### config.mk
export PLATFORM = sky130hd
export DESIGN_NAME = slpseq_top
export DESIGN_NICKNAME = d
export VERILOG_FILES = /design/src/rtl/slpseq_pkg.sv /design/src/rtl/slpseq_sync.sv /design/src/rtl/slpseq_wait_timer.sv /design/src/rtl/slpseq_fsm.sv /design/src/rtl/slpseq_top.sv
export SDC_FILE = /design/constraint.sdc
export NUM_CORES = 1
export LEC_CHECK = 0
export CORE_ASPECT_RATIO = 0.75
export CORE_UTILIZATION = 30
export CTS_BUF_LIST = sky130_fd_sc_hd__clkbuf_4 sky130_fd_sc_hd__clkbuf_8
export DETAILED_ROUTE_END_ITERATION = 10
export DONT_BUFFER_PORTS = 1
export PLACE_DENSITY = 0.49
export SLEW_MARGIN = 30
export SYNTH_ARGS = -nofsm -noshare
export SYNTH_HDL_FRONTEND = slang
export SYNTH_SLANG_ARGS = --single-unit
### constraint.sdc
create_clock -name clk -period 1.7 [get_ports clk]
set_input_delay 0.17 -clock clk [delete_from_list [all_inputs] [get_ports clk]]
set_output_delay 0.17 -clock clk [all_outputs]
set_load 0.02 [all_outputs]
### src/rtl/slpseq_pkg.sv
`timescale 1ns/1ps
// Package: shared encodings for the sleep-state sequencer.
// Assumes: state codes are visible at the top port and must stay fixed.
package slpseq_pkg;

    typedef enum logic [3:0] {
        ST_G3     = 4'd0,
        ST_G3S5   = 4'd1,
        ST_S5     = 4'd2,
        ST_S5S3   = 4'd3,
        ST_S3     = 4'd4,
        ST_S3S0   = 4'd5,
        ST_S0     = 4'd6,
        ST_S0S3   = 4'd7,
        ST_S0S0IX = 4'd8,
        ST_S0IX   = 4'd9,
        ST_S0IXS0 = 4'd10,
        ST_S3S5   = 4'd11,
        ST_S5G3   = 4'd12
    } pstate_e;

    typedef enum logic [1:0] {
        WHY_NONE    = 2'd0,
        WHY_PWRFAIL = 2'd1,
        WHY_WAITTMO = 2'd2
    } why_e;

    typedef enum logic [1:0] {
        RF_OFF     = 2'd0,
        RF_SUSPEND = 2'd1,
        RF_ON      = 2'd2
    } rf_e;

    // Bit positions of the synchronised input vector.
    localparam int IDX_S3    = 0;
    localparam int IDX_S4    = 1;
    localparam int IDX_S0    = 2;
    localparam int IDX_PG    = 3;
    localparam int IDX_RAILS = 4;
    localparam int NUM_ASYNC = 5;

endpackage

### src/rtl/slpseq_sync.sv
`timescale 1ns/1ps
// Module: multi-bit flop-chain synchroniser.
// Each bit is independent; assumes no bit needs coherence with another.
// Reset clears every stage to zero.
module slpseq_sync #(
    parameter int WIDTH  = 1,
    parameter int STAGES = 2
) (
    input  logic             clk,
    input  logic             rst_n,
    input  logic [WIDTH-1:0] d,
    output logic [WIDTH-1:0] q
);

    genvar g;
    generate
        for (g = 0; g < STAGES; g++) begin : g_stage
            logic [WIDTH-1:0] r;
            if (g == 0) begin : g_first
                // Capture the asynchronous inputs.
                always_ff @(posedge clk) begin
                    if (!rst_n) r <= '0;
                    else        r <= d;
                end
            end else begin : g_next
                // Pass the value one stage further down the chain.
                always_ff @(posedge clk) begin
                    if (!rst_n) r <= '0;
                    else        r <= g_stage[g-1].r;
                end
            end
        end
    endgenerate

    assign q = g_stage[STAGES-1].r;

endmodule

### src/rtl/slpseq_wait_timer.sv
`timescale 1ns/1ps
// Module: bounded wait counter for the rails wait out of G3.
// Counts while run is high. expired is high in the last allowed cycle,
// so run lasts at most WAIT_CYCLES cycles. Assumes WAIT_CYCLES >= 1.
module slpseq_wait_timer #(
    parameter int WAIT_CYCLES = 1000
) (
    input  logic clk,
    input  logic rst_n,
    input  logic run,
    output logic expired
);

    localparam int CW = (WAIT_CYCLES > 1) ? $clog2(WAIT_CYCLES + 1) : 1;

    logic [CW-1:0] cnt;

    assign expired = run && (cnt == CW'(WAIT_CYCLES - 1));

    // Advance while waiting; clear when idle or at expiry.
    always_ff @(posedge clk) begin
        if (!rst_n)             cnt <= '0;
        else if (!run || expired) cnt <= '0;
        else                    cnt <= cnt + 1'b1;
    end

    // the count never reaches the limit, so the wait is bounded.
    assert_wait_bound_R3: assert property (@(posedge clk) disable iff (!rst_n)
        int'(cnt) < WAIT_CYCLES);

endmodule

### src/rtl/slpseq_fsm.sv
`timescale 1ns/1ps
// Module: sleep-state decision logic and registered side effects.
// Assumes all level inputs are already synchronous to clk.
// A transition state's actions show in the cycle after it.
// A forced-shutdown strobe shows together with the state it forced.
module slpseq_fsm
    import slpseq_pkg::*;
#(
    parameter bit THROTTLE_ACTIVE_LOW = 1'b1
) (
    input  logic    clk,
    input  logic    rst_n,
    input  logic    s3_n,
    input  logic    s4_n,
    input  logic    s0_n,
    input  logic    pg,
    input  logic    rails,
    input  logic    wake_req,
    input  logic    idle_req,
    input  logic    throttle_req,
    input  logic    wait_expired,
    output logic    wait_run,
    output pstate_e st,
    output logic    shut_strobe,
    output why_e    shut_why,
    output rf_e     rf_ctrl,
    output logic    throttle_pin,
    output logic    evt_startup,
    output logic    evt_resume,
    output logic    evt_suspend,
    output logic    evt_shutdown
);

    localparam logic THR_ON  = THROTTLE_ACTIVE_LOW ? 1'b0 : 1'b1;
    localparam logic THR_OFF = ~THR_ON;

    pstate_e nxt;
    logic    fail_pwr;
    logic    fail_wait;
    logic    is_transient;

    assign wait_run     = (st == ST_G3S5);
    assign is_transient = (st == ST_S5S3) || (st == ST_S3S0) || (st == ST_S0S3) ||
                          (st == ST_S0S0IX) || (st == ST_S0IXS0) ||
                          (st == ST_S3S5) || (st == ST_S5G3);

    // Choose the next state and flag any forced shutdown.
    always_comb begin
        nxt       = st;
        fail_pwr  = 1'b0;
        fail_wait = 1'b0;
        case (st)
            ST_G3:     if (wake_req) nxt = ST_G3S5;
            ST_G3S5: begin
                if (rails) nxt = ST_S5;
                else if (wait_expired) begin
                    nxt       = ST_G3;
                    fail_wait = 1'b1;
                end
            end
            ST_S5:     if (s4_n) nxt = ST_S5S3;
            ST_S5S3: begin
                if (!pg) begin
                    nxt      = ST_S5G3;
                    fail_pwr = 1'b1;
                end else nxt = ST_S3;
            end
            ST_S3: begin
                if (!pg) begin
                    nxt      = ST_S3S5;
                    fail_pwr = 1'b1;
                end else if (s3_n)  nxt = ST_S3S0;
                else if (!s4_n)     nxt = ST_S3S5;
            end
            ST_S3S0: begin
                if (!pg) begin
                    nxt      = ST_S3S5;
                    fail_pwr = 1'b1;
                end else nxt = ST_S0;
            end
            ST_S0: begin
                if (!pg) begin
                    nxt      = ST_S0S3;
                    fail_pwr = 1'b1;
                end else if (!s3_n)           nxt = ST_S0S3;
                else if (idle_req && !s0_n)   nxt = ST_S0S0IX;
            end
            ST_S0S0IX: nxt = ST_S0IX;
            ST_S0IX: begin
                if (s0_n && s3_n) nxt = ST_S0IXS0;
                else if (!pg)     nxt = ST_S0;
            end
            ST_S0IXS0: nxt = ST_S0;
            ST_S0S3:   nxt = ST_S3;
            ST_S3S5:   nxt = ST_S5;
            ST_S5G3:   nxt = ST_G3;
            default:   nxt = ST_G3;
        endcase
    end

    // Register the state and the shutdown strobe with its reason.
    always_ff @(posedge clk) begin
        if (!rst_n) begin
            st          <= ST_G3;
            shut_strobe <= 1'b0;
            shut_why    <= WHY_NONE;
        end else begin
            st          <= nxt;
            shut_strobe <= fail_pwr || fail_wait;
            if (fail_pwr)       shut_why <= WHY_PWRFAIL;
            else if (fail_wait) shut_why <= WHY_WAITTMO;
        end
    end

    // Emit one-cycle event pulses when a transition state completes.
    always_ff @(posedge clk) begin
        if (!rst_n) begin
            evt_startup  <= 1'b0;
            evt_resume   <= 1'b0;
            evt_suspend  <= 1'b0;
            evt_shutdown <= 1'b0;
        end else begin
            evt_startup  <= (st == ST_S5S3) && pg;
            evt_resume   <= (st == ST_S3S0) && pg;
            evt_suspend  <= (st == ST_S0S3) || (st == ST_S0S0IX);
            evt_shutdown <= (st == ST_S3S5);
        end
    end

    // Drive radio control and the throttle pin from the completed transition.
    always_ff @(posedge clk) begin
        if (!rst_n) begin
            rf_ctrl      <= RF_OFF;
            throttle_pin <= THR_ON;
        end else begin
            if ((st == ST_S3S0) && pg) begin
                rf_ctrl      <= RF_ON;
                throttle_pin <= THR_OFF;
            end else if (st == ST_S0S3) begin
                rf_ctrl <= RF_SUSPEND;
            end else if ((st == ST_S3S5) || (st == ST_S5G3)) begin
                rf_ctrl <= RF_OFF;
            end
            if (st == ST_S0) throttle_pin <= throttle_req ? THR_ON : THR_OFF;
        end
    end

    // power loss in S3 wins and raises a power-fail strobe.
    assert_s3_pwrfail_R5: assert property (@(posedge clk) disable iff (!rst_n)
        (st == ST_S3 && !pg) |=> (st == ST_S3S5 && shut_strobe && shut_why == WHY_PWRFAIL));

    // transition states hold for a single cycle.
    assert_transient_once_R13: assert property (@(posedge clk) disable iff (!rst_n)
        is_transient |=> (st != $past(st)));

    // leaving S3 downwards always lands in S5.
    assert_s3s5_to_s5_R10: assert property (@(posedge clk) disable iff (!rst_n)
        (st == ST_S3S5) |=> (st == ST_S5));

    // no idle entry without the host announcement.
    assert_idle_gate_R8: assert property (@(posedge clk) disable iff (!rst_n)
        (st == ST_S0 && !idle_req) |=> (st != ST_S0S0IX));

    // idle exit needs both indicators released.
    assert_idle_exit_R9: assert property (@(posedge clk) disable iff (!rst_n)
        (st == ST_S0IX && !(s0_n && s3_n)) |=> (st != ST_S0IXS0));

    // event pulses never overlap.
    assert_evt_onehot_R4: assert property (@(posedge clk) disable iff (!rst_n)
        $onehot0({evt_startup, evt_resume, evt_suspend, evt_shutdown}));

    // an expired wait returns to G3 with the timeout reason.
    assert_wait_timeout_R3: assert property (@(posedge clk) disable iff (!rst_n)
        (st == ST_G3S5 && wait_expired && !rails) |=>
        (st == ST_G3 && shut_strobe && shut_why == WHY_WAITTMO));

endmodule

### src/rtl/slpseq_top.sv
`timescale 1ns/1ps
// Module: platform sleep-state sequencer top.
// Synchronises the asynchronous level inputs, bounds the rails wait and
// runs the state machine. Assumes wake, idle and throttle requests are
// synchronous to clk.
module slpseq_top
    import slpseq_pkg::*;
#(
    parameter int WAIT_CYCLES         = 1000,
    parameter int SYNC_STAGES         = 2,
    parameter bit THROTTLE_ACTIVE_LOW = 1'b1
) (
    input  logic       clk,
    input  logic       rst_n,
    input  logic       slp_s3_n,
    input  logic       slp_s4_n,
    input  logic       slp_s0_n,
    input  logic       core_pwr_ok,
    input  logic       rails_ready,
    input  logic       wake_req,
    input  logic       idle_suspend_req,
    input  logic       throttle_req,
    output logic [3:0] pstate,
    output logic       shutdown_strobe,
    output logic [1:0] shutdown_why,
    output logic [1:0] radio_ctrl,
    output logic       cpu_throttle,
    output logic       evt_startup,
    output logic       evt_resume,
    output logic       evt_suspend,
    output logic       evt_shutdown
);

    logic [NUM_ASYNC-1:0] raw_in;
    logic [NUM_ASYNC-1:0] syn_in;
    logic                 wait_run;
    logic                 wait_expired;
    pstate_e              st;
    why_e                 why;
    rf_e                  rf;

    always_comb begin
        raw_in            = '0;
        raw_in[IDX_S3]    = slp_s3_n;
        raw_in[IDX_S4]    = slp_s4_n;
        raw_in[IDX_S0]    = slp_s0_n;
        raw_in[IDX_PG]    = core_pwr_ok;
        raw_in[IDX_RAILS] = rails_ready;
    end

    slpseq_sync #(.WIDTH(NUM_ASYNC), .STAGES(SYNC_STAGES)) u_sync (
        .clk   (clk),
        .rst_n (rst_n),
        .d     (raw_in),
        .q     (syn_in)
    );

    slpseq_wait_timer #(.WAIT_CYCLES(WAIT_CYCLES)) u_wait (
        .clk     (clk),
        .rst_n   (rst_n),
        .run     (wait_run),
        .expired (wait_expired)
    );

    slpseq_fsm #(.THROTTLE_ACTIVE_LOW(THROTTLE_ACTIVE_LOW)) u_fsm (
        .clk          (clk),
        .rst_n        (rst_n),
        .s3_n         (syn_in[IDX_S3]),
        .s4_n         (syn_in[IDX_S4]),
        .s0_n         (syn_in[IDX_S0]),
        .pg           (syn_in[IDX_PG]),
        .rails        (syn_in[IDX_RAILS]),
        .wake_req     (wake_req),
        .idle_req     (idle_suspend_req),
        .throttle_req (throttle_req),
        .wait_expired (wait_expired),
        .wait_run     (wait_run),
        .st           (st),
        .shut_strobe  (shutdown_strobe),
        .shut_why     (why),
        .rf_ctrl      (rf),
        .throttle_pin (cpu_throttle),
        .evt_startup  (evt_startup),
        .evt_resume   (evt_resume),
        .evt_suspend  (evt_suspend),
        .evt_shutdown (evt_shutdown)
    );

    assign pstate       = st;
    assign shutdown_why = why;
    assign radio_ctrl   = rf;

endmodule

==> results of run 1 <==
==> cells by family (layout without fill, tap and decap cells) <==
family	after synthesis	in the layout	share of synthesized area
xor gates and xnor gates	9	9	0.0514
adders and majority gates	1	1	0.00816
and+or+nand+nor	79	79	0.275
AOI/OAI and AO/OA	32	32	0.147
muxes	3	3	0.0228
buffers and inverters	15	29	0.0522
DFF	34	34	0.444
==> area by class of cell <==
cell class                      instances  area (µm²)  share of cell area
Timing Repair Buffer                   18         160              0.0880
Inverter                                3        11.3             0.00619
Clock inverter                          3        40.0              0.0220
Sequential cell                        34         683               0.376
Tap cell                               60        75.1              0.0413
Clock buffer                            5        68.8              0.0378
Multi-Input combinational cell        124         781               0.429
==> repair_timing <==
action | CTS | global route
gates resized for setup | 0 | 4
pin swaps | 1 | 1
endpoints found under the hold margin | 7 | 0
setup endpoints to repair | 1 | 3
hold buffers | 5 | 0
==> power by group through the flow <==
stage,combinational [mW],sequential (mW),clock [mW]
2_1_floorplan,0.272,0.879,0
3_3_place_gp,0.353,0.890,0
3_5_place_dp,0.354,0.892,0
4_1_cts,0.367,0.874,0.739
5_1_grt,0.407,0.882,0.765
6_report,0.367,0.876,0.719
==> cell usage in the layout, fill, tap and decap left out, drive strengths merged, types with 2 or more instances in the layout <==
cell,n
dfxtp,34
nor2,16
nand2,16
buf,13
a21oi,11
and2,10
nand3,7
nand2b,5
xnor2,5
clkbuf,5
dlygate4sd3,5
nor2b,4
and3,4
xor2,4
o21ai,4
nor3,4
inv,3
nor3b,3
a31oi,3
o31ai,3
nand4,2
a21boi,2
nor4,2
mux2i,2
a221oi,2
clkinv,2
or2,2
==> through the flow <==
stage               hold WS, ns   util  setup WS [ns]  std cells  TNS (ns)
global route            0.00333  0.371       -0.00113        247  -0.00113
global placement          0.281  0.337         0.0584        234         0
floorplan                 0.280      -          0.102        173         0
finish                  0.00535  0.371         0.0731        247         0
detailed placement        0.285  0.337       -0.00289        234  -0.00289
CTS                    0.000134  0.369        0.00602        247         0
==> critical path: cells and delay by family, from the launching register on <==
kind            cells  cell delay, ns
compound gates      3            0.59
fa+ha+maj           1            0.22
flops               1            0.36
simple gates        2            0.38
==> sequential cells by signal, indices dropped and copies added (netlist names) <==
name                flops
u_fsm.evt_shutdown      1
u_fsm.evt_resume        1
u_wait.cnt             10
u_sync.g_stage.r        5
u_fsm.evt_startup       1
u_fsm.shut_strobe       1
u_fsm.evt_suspend       1
u_fsm.shut_why          2
u_sync.q                5
u_fsm.rf_ctrl           2
u_fsm.throttle_pin      1
u_fsm.st                4
==> metal layers <==
| metal | global-route usage | part of all wire | vias up | wire, µm |
|---|---|---|---|---|
| li1 | - | - | 630 | - |
| met1 | 0.187 | 0.51 | 579 | 1750 |
| met2 | 0.202 | 0.42 | 35 | 1430 |
| met3 | 0.0426 | 0.061 | 7 | 209 |
| met4 | 0.0572 | 0.015 | 0 | 53 |
| met5 | 0 | 0 | - | 0 |
==> worst min-delay path by stage <==
stage               cells after the start          from  slack, ns                endpoint
floorplan                               1  throttle_req       0.28      u_fsm.throttle_pin
global placement                        1  throttle_req       0.28      u_fsm.throttle_pin
detailed placement                      1  throttle_req       0.28      u_fsm.throttle_pin
CTS                                     1      slp_s0_n     0.0001  u_sync.g_stage[0].r[2]
global route                            1      slp_s0_n      0.003  u_sync.g_stage[0].r[2]
finish                                  1      slp_s0_n      0.005  u_sync.g_stage[0].r[2]
==> out/results.tsv, run 1 <==
metric	value	unit
status	finished with violations	
violations	design-rule violations	
synth-seq-cells	34	
async_reset_ff_frac	0	
post_synth.cell_area_avg	8.87	µm²
vias_per_cell	5.06	
r2r_end	u_fsm.st[3]	
finalSetupViolCount	0	
r2r-start	u_wait.cnt[1]	
track_usage	0.138	
io-pin-count	24	
timing.reg2reg.setup_slack	0.07	ns
cp_data_arrival_time	1.83	ns
clockBufferDepth	2	
synth_top_area_frac	0.444	
relSlewSlack	0.759	
crit_start	u_wait.cnt[1]	
power_frac_seq	0.447	
leakage	0.664	nW
first_pass_iters	8	
hpwl	2.52	mm
yosysMostFrequentCell	dfxtp_1	
route.vias.total	1251	
reg2reg_depth	6	
drt_iter0_drc	138	
post-route-min-period	1.63	ns
h-tree-depth	2	
yosys-top-cells-count	34 x dfxtp_1, 16 x nand2_1, 16 x nor2_1, 10 x a21oi_1, 10 x and2_1	
hold_violations	0	
ir_drop	0.359	mV
die_h	63.9	µm
ys_types	44	
synth-seq-area-share	0.444	
grt_setup_unrepaired	yes	
rows	22	
swShare	0.269	
drtAntennaViolNets	0	
routed_wl	3.44	mm
fmax	615	MHz
antennaDiodeCount	0	
slowest_stage	dfxtp_1	
switchingPower	527	µW
gp_congestion	0.836	
worstMarginPinSlew	0.356	ns
cts-root-buf	clkbuf_8	
criticalPathCategory	reg2reg	
critical_path.max_stage_delay	0.36	ns
drc	4	
post_cts_buffers	0	
cts_sinks	34	
ys_dominant_reg_cell	dfxtp_1	
cts_buffers	5	
max_cap_viol_count	0	
crit_required	1.90	ns
antenna_found_initial	0	
clkPwrFrac	0.366	
drive_above_1_share	0.171	
final_area	1820	µm²
synthCells	173	
fill_cells	502	
synthTopCellsByArea	dfxtp_1 44%, and2_1 4.1%, nand2_1 3.9%, nor2_1 3.9%, a21oi_1 3.3%	
grt_remaining_overflow	0	
cts_tree	done	
cp-end-kind	flip-flop	
grt_pass1_wl	5.69	mm
holdCritPathClass	in2reg	
portBuffers	0	
final_net_count	197	
crit_end	u_fsm.st[3]	
skew	0.00786	ns
clk_pin_slew	0.07	ns
combPwrFrac	0.187	
yosys_warnings	0	
die-area	5410	µm²
p_int	1.43	mW
crit_path_start_kind	flip-flop	
critPathMaxFanout	3	
synth_edf_count	0	
clk_latency	0.29	ns
period_share	0.957	
syn_nets	184	
synth_area	1530	µm²
p_total	1.96	mW
area_growth	18.6	%
die_w	84.6	µm
power_density	1080	nW/µm²
slew_violations	0	
synth_top_cell_by_area	dfxtp_1	
post_drt_wl_per_cell	13.9	µm
grt_pass1_vias	1169	
crit_chain	ha_2, and4bb_2, nand3_2, a21oi_2, o31ai_4, o31ai_1	
grt_max_degree	16	
core-area	4900	µm²
start_util	0.313	
placed_area	1650	µm²
No activity file was read; power rests on OpenSTA's default activity.
==> inputs of run 2 (changes only) <==
Settings changed: PLACE_DENSITY 0.49 to not set.
==> run 2 against run 1 <==
Non-clock buffer count up 6. Critical endpoint unchanged. Register-to-register slack about the same. The run still ends with design-rule violations left. Via count up 0.56%. Die area unchanged. Combinational power up 3%.
==> out/results.tsv, run 2 (synthesized netlist as in run 1, its figures left out) <==
metric	value	unit	change
status	finished with violations		
violations	design-rule violations		
slew_violations	0		unchanged
hold_violations	0		unchanged
switchingPower	561	µW	+6.5%
die-area	5410	µm²	unchanged
crit_required	1.90	ns	about the same
post-route-min-period	1.64	ns	+0.00899 ns
cts-root-buf	clkbuf_8		
h-tree-depth	2		unchanged
clk_pin_slew	0.08	ns	about the same
route.vias.total	1258		+0.56%
cp_data_arrival_time	1.84	ns	about the same
clockBufferDepth	2		unchanged
layout_common_cells	32 x dfxtp_1, 17 x buf_4, 16 x nor2_1, 16 x nand2_1		
final_net_count	203		+3.0%
p_total	1.89	mW	-3.5%
grt_pass1_vias	1185		+1.4%
vias_per_cell	4.97		-1.8%
critPathMaxFanout	12		+9
track_usage	0.139		+0.000874
p_int	1.33	mW	-7.1%
first_pass_iters	7		-1
cts_sinks	34		unchanged
power_frac_seq	0.463		+0.016
power_density	1030	nW/µm²	-4.8%
portBuffers	0		unchanged
timing.reg2reg.setup_slack	0.06	ns	about the same
cts_buffers	5		unchanged
max_cap_viol_count	0		unchanged
grt_max_degree	13		-3
holdCritPathClass	in2reg		
period_share	0.962		+0.00529
grt_pass1_wl	5.70	mm	+0.25%
fmax	611	MHz	-0.55%
slowest_stage	dfxtp_1		
criticalPathCategory	reg2reg		
drc	4		unchanged
fin_hold_ws	0.00618	ns	+0.000835 ns
io-pin-count	24		unchanged
area_growth	20.2	%	
finalSetupViolCount	0		unchanged
largest_register_ffs	10		unchanged
drt_iter0_drc	127		-8.0%
grt_remaining_overflow	0		unchanged
hpwl	2.42	mm	-4.0%
combPwrFrac	0.200		+0.013
mostFrequentLayoutCell	dfxtp_1		
antenna_found_initial	0		unchanged
cp-end-kind	flip-flop		
relSlewSlack	0.735		-0.0243
clk_latency	0.29	ns	about the same
swShare	0.296		+0.0276
cts_tree	done		
ir_drop	0.346	mV	-3.8%
post_drt_wl_per_cell	14.1	µm	+1.4%
top_register	u_wait.cnt		
crit_path_start_kind	flip-flop		
crit_buf_inv	0		unchanged
die_w	84.6	µm	unchanged
clkPwrFrac	0.337		-0.029
drive_above_1_share	0.187		+0.0154
crit_chain	nand2_1, or2_2, a21boi_0, a221oi_1, o31ai_1		
critPathTopFamily	flip-flops		
drtAntennaViolNets	0		unchanged
gp_congestion	0.820		-1.9%
start_util	0.313		unchanged
antennaDiodeCount	0		unchanged
die_h	63.9	µm	unchanged
core-area	4900	µm²	unchanged
critical_path.max_stage_delay	0.57	ns	+0.21 ns
leakage	0.679	nW	+2.2%
skew	0.00893	ns	+0.00107 ns
routed_wl	3.57	mm	+3.9%
worstMarginPinSlew	0.397	ns	+0.0410 ns
rows	22		unchanged
-- run 2: cell types whose count changed in the layout (fill, tap and decap cells not counted), sizes merged --
cell / delta
dlygate4sd3: +2
clkinv: -1
bufinv: -1
clkbuf: +1
clkinvlp: +1
buf: +4
-- run 2: final timing paths --
path                           from     endpoint  depth (start not counted)
min reg2reg  u_sync.g_stage[0].r[1]  u_sync.q[1]                          1
max                     u_fsm.st[0]  u_fsm.st[3]                          5
min                           rst_n  u_fsm.st[1]                          2
max reg2reg             u_fsm.st[0]  u_fsm.st[3]                          5
-- run 2: timing repair --
item,4_1_cts,5_1_grt
setup endpoints to repair,0,3
buffers inserted,0,0
endpoints found under the hold margin,10,3
gates resized for setup,0,4
hold buffers,4,3
-- run 2: cell type report --
type | count | area, µm²
inverter | 3 | 11.3
multi-input combinational | 124 | 782
fill | 499 | 3060
tap | 60 | 75.1
clock inverter | 2 | 12.5
clock buffer | 6 | 82.6
sequential | 34 | 683
timing repair buffer | 24 | 198
-- run 2: per-layer routing --
| metal | wire [µm] | GRT usage | share of wire |
|---|---|---|---|
| met5 | 0 | 0 | 0 |
| met4 | 41 | 0.0657 | 0.011 |
| met3 | 372 | 0.0633 | 0.10 |
| met2 | 1320 | 0.179 | 0.37 |
| met1 | 1840 | 0.192 | 0.51 |
-- run 2: metrics by stage --
step / instances / utilization / setup TNS, ns / setup slack [ns] / instance area, µm²
global placement: 238 / 0.340 / 0 / 0.135 / 1670
floorplan: 173 / - / 0 / 0.102 / 1530
global route: 253 / 0.376 / -0.00733 / -0.00733 / 1840
detailed placement: 238 / 0.340 / 0 / 0.0537 / 1670
CTS: 250 / 0.368 / 0 / 0.0350 / 1800
finish: 253 / 0.376 / 0 / 0.0641 / 1840
-- run 2: power by group through the flow --
stage / logic, mW / clock network (mW) / registers, mW
finish: 0.379 / 0.639 / 0.877
CTS: 0.363 / 0.653 / 0.873
floorplan: 0.272 / 0 / 0.879
global route: 0.411 / 0.696 / 0.882
global placement: 0.351 / 0 / 0.891
detailed placement: 0.349 / 0 / 0.892
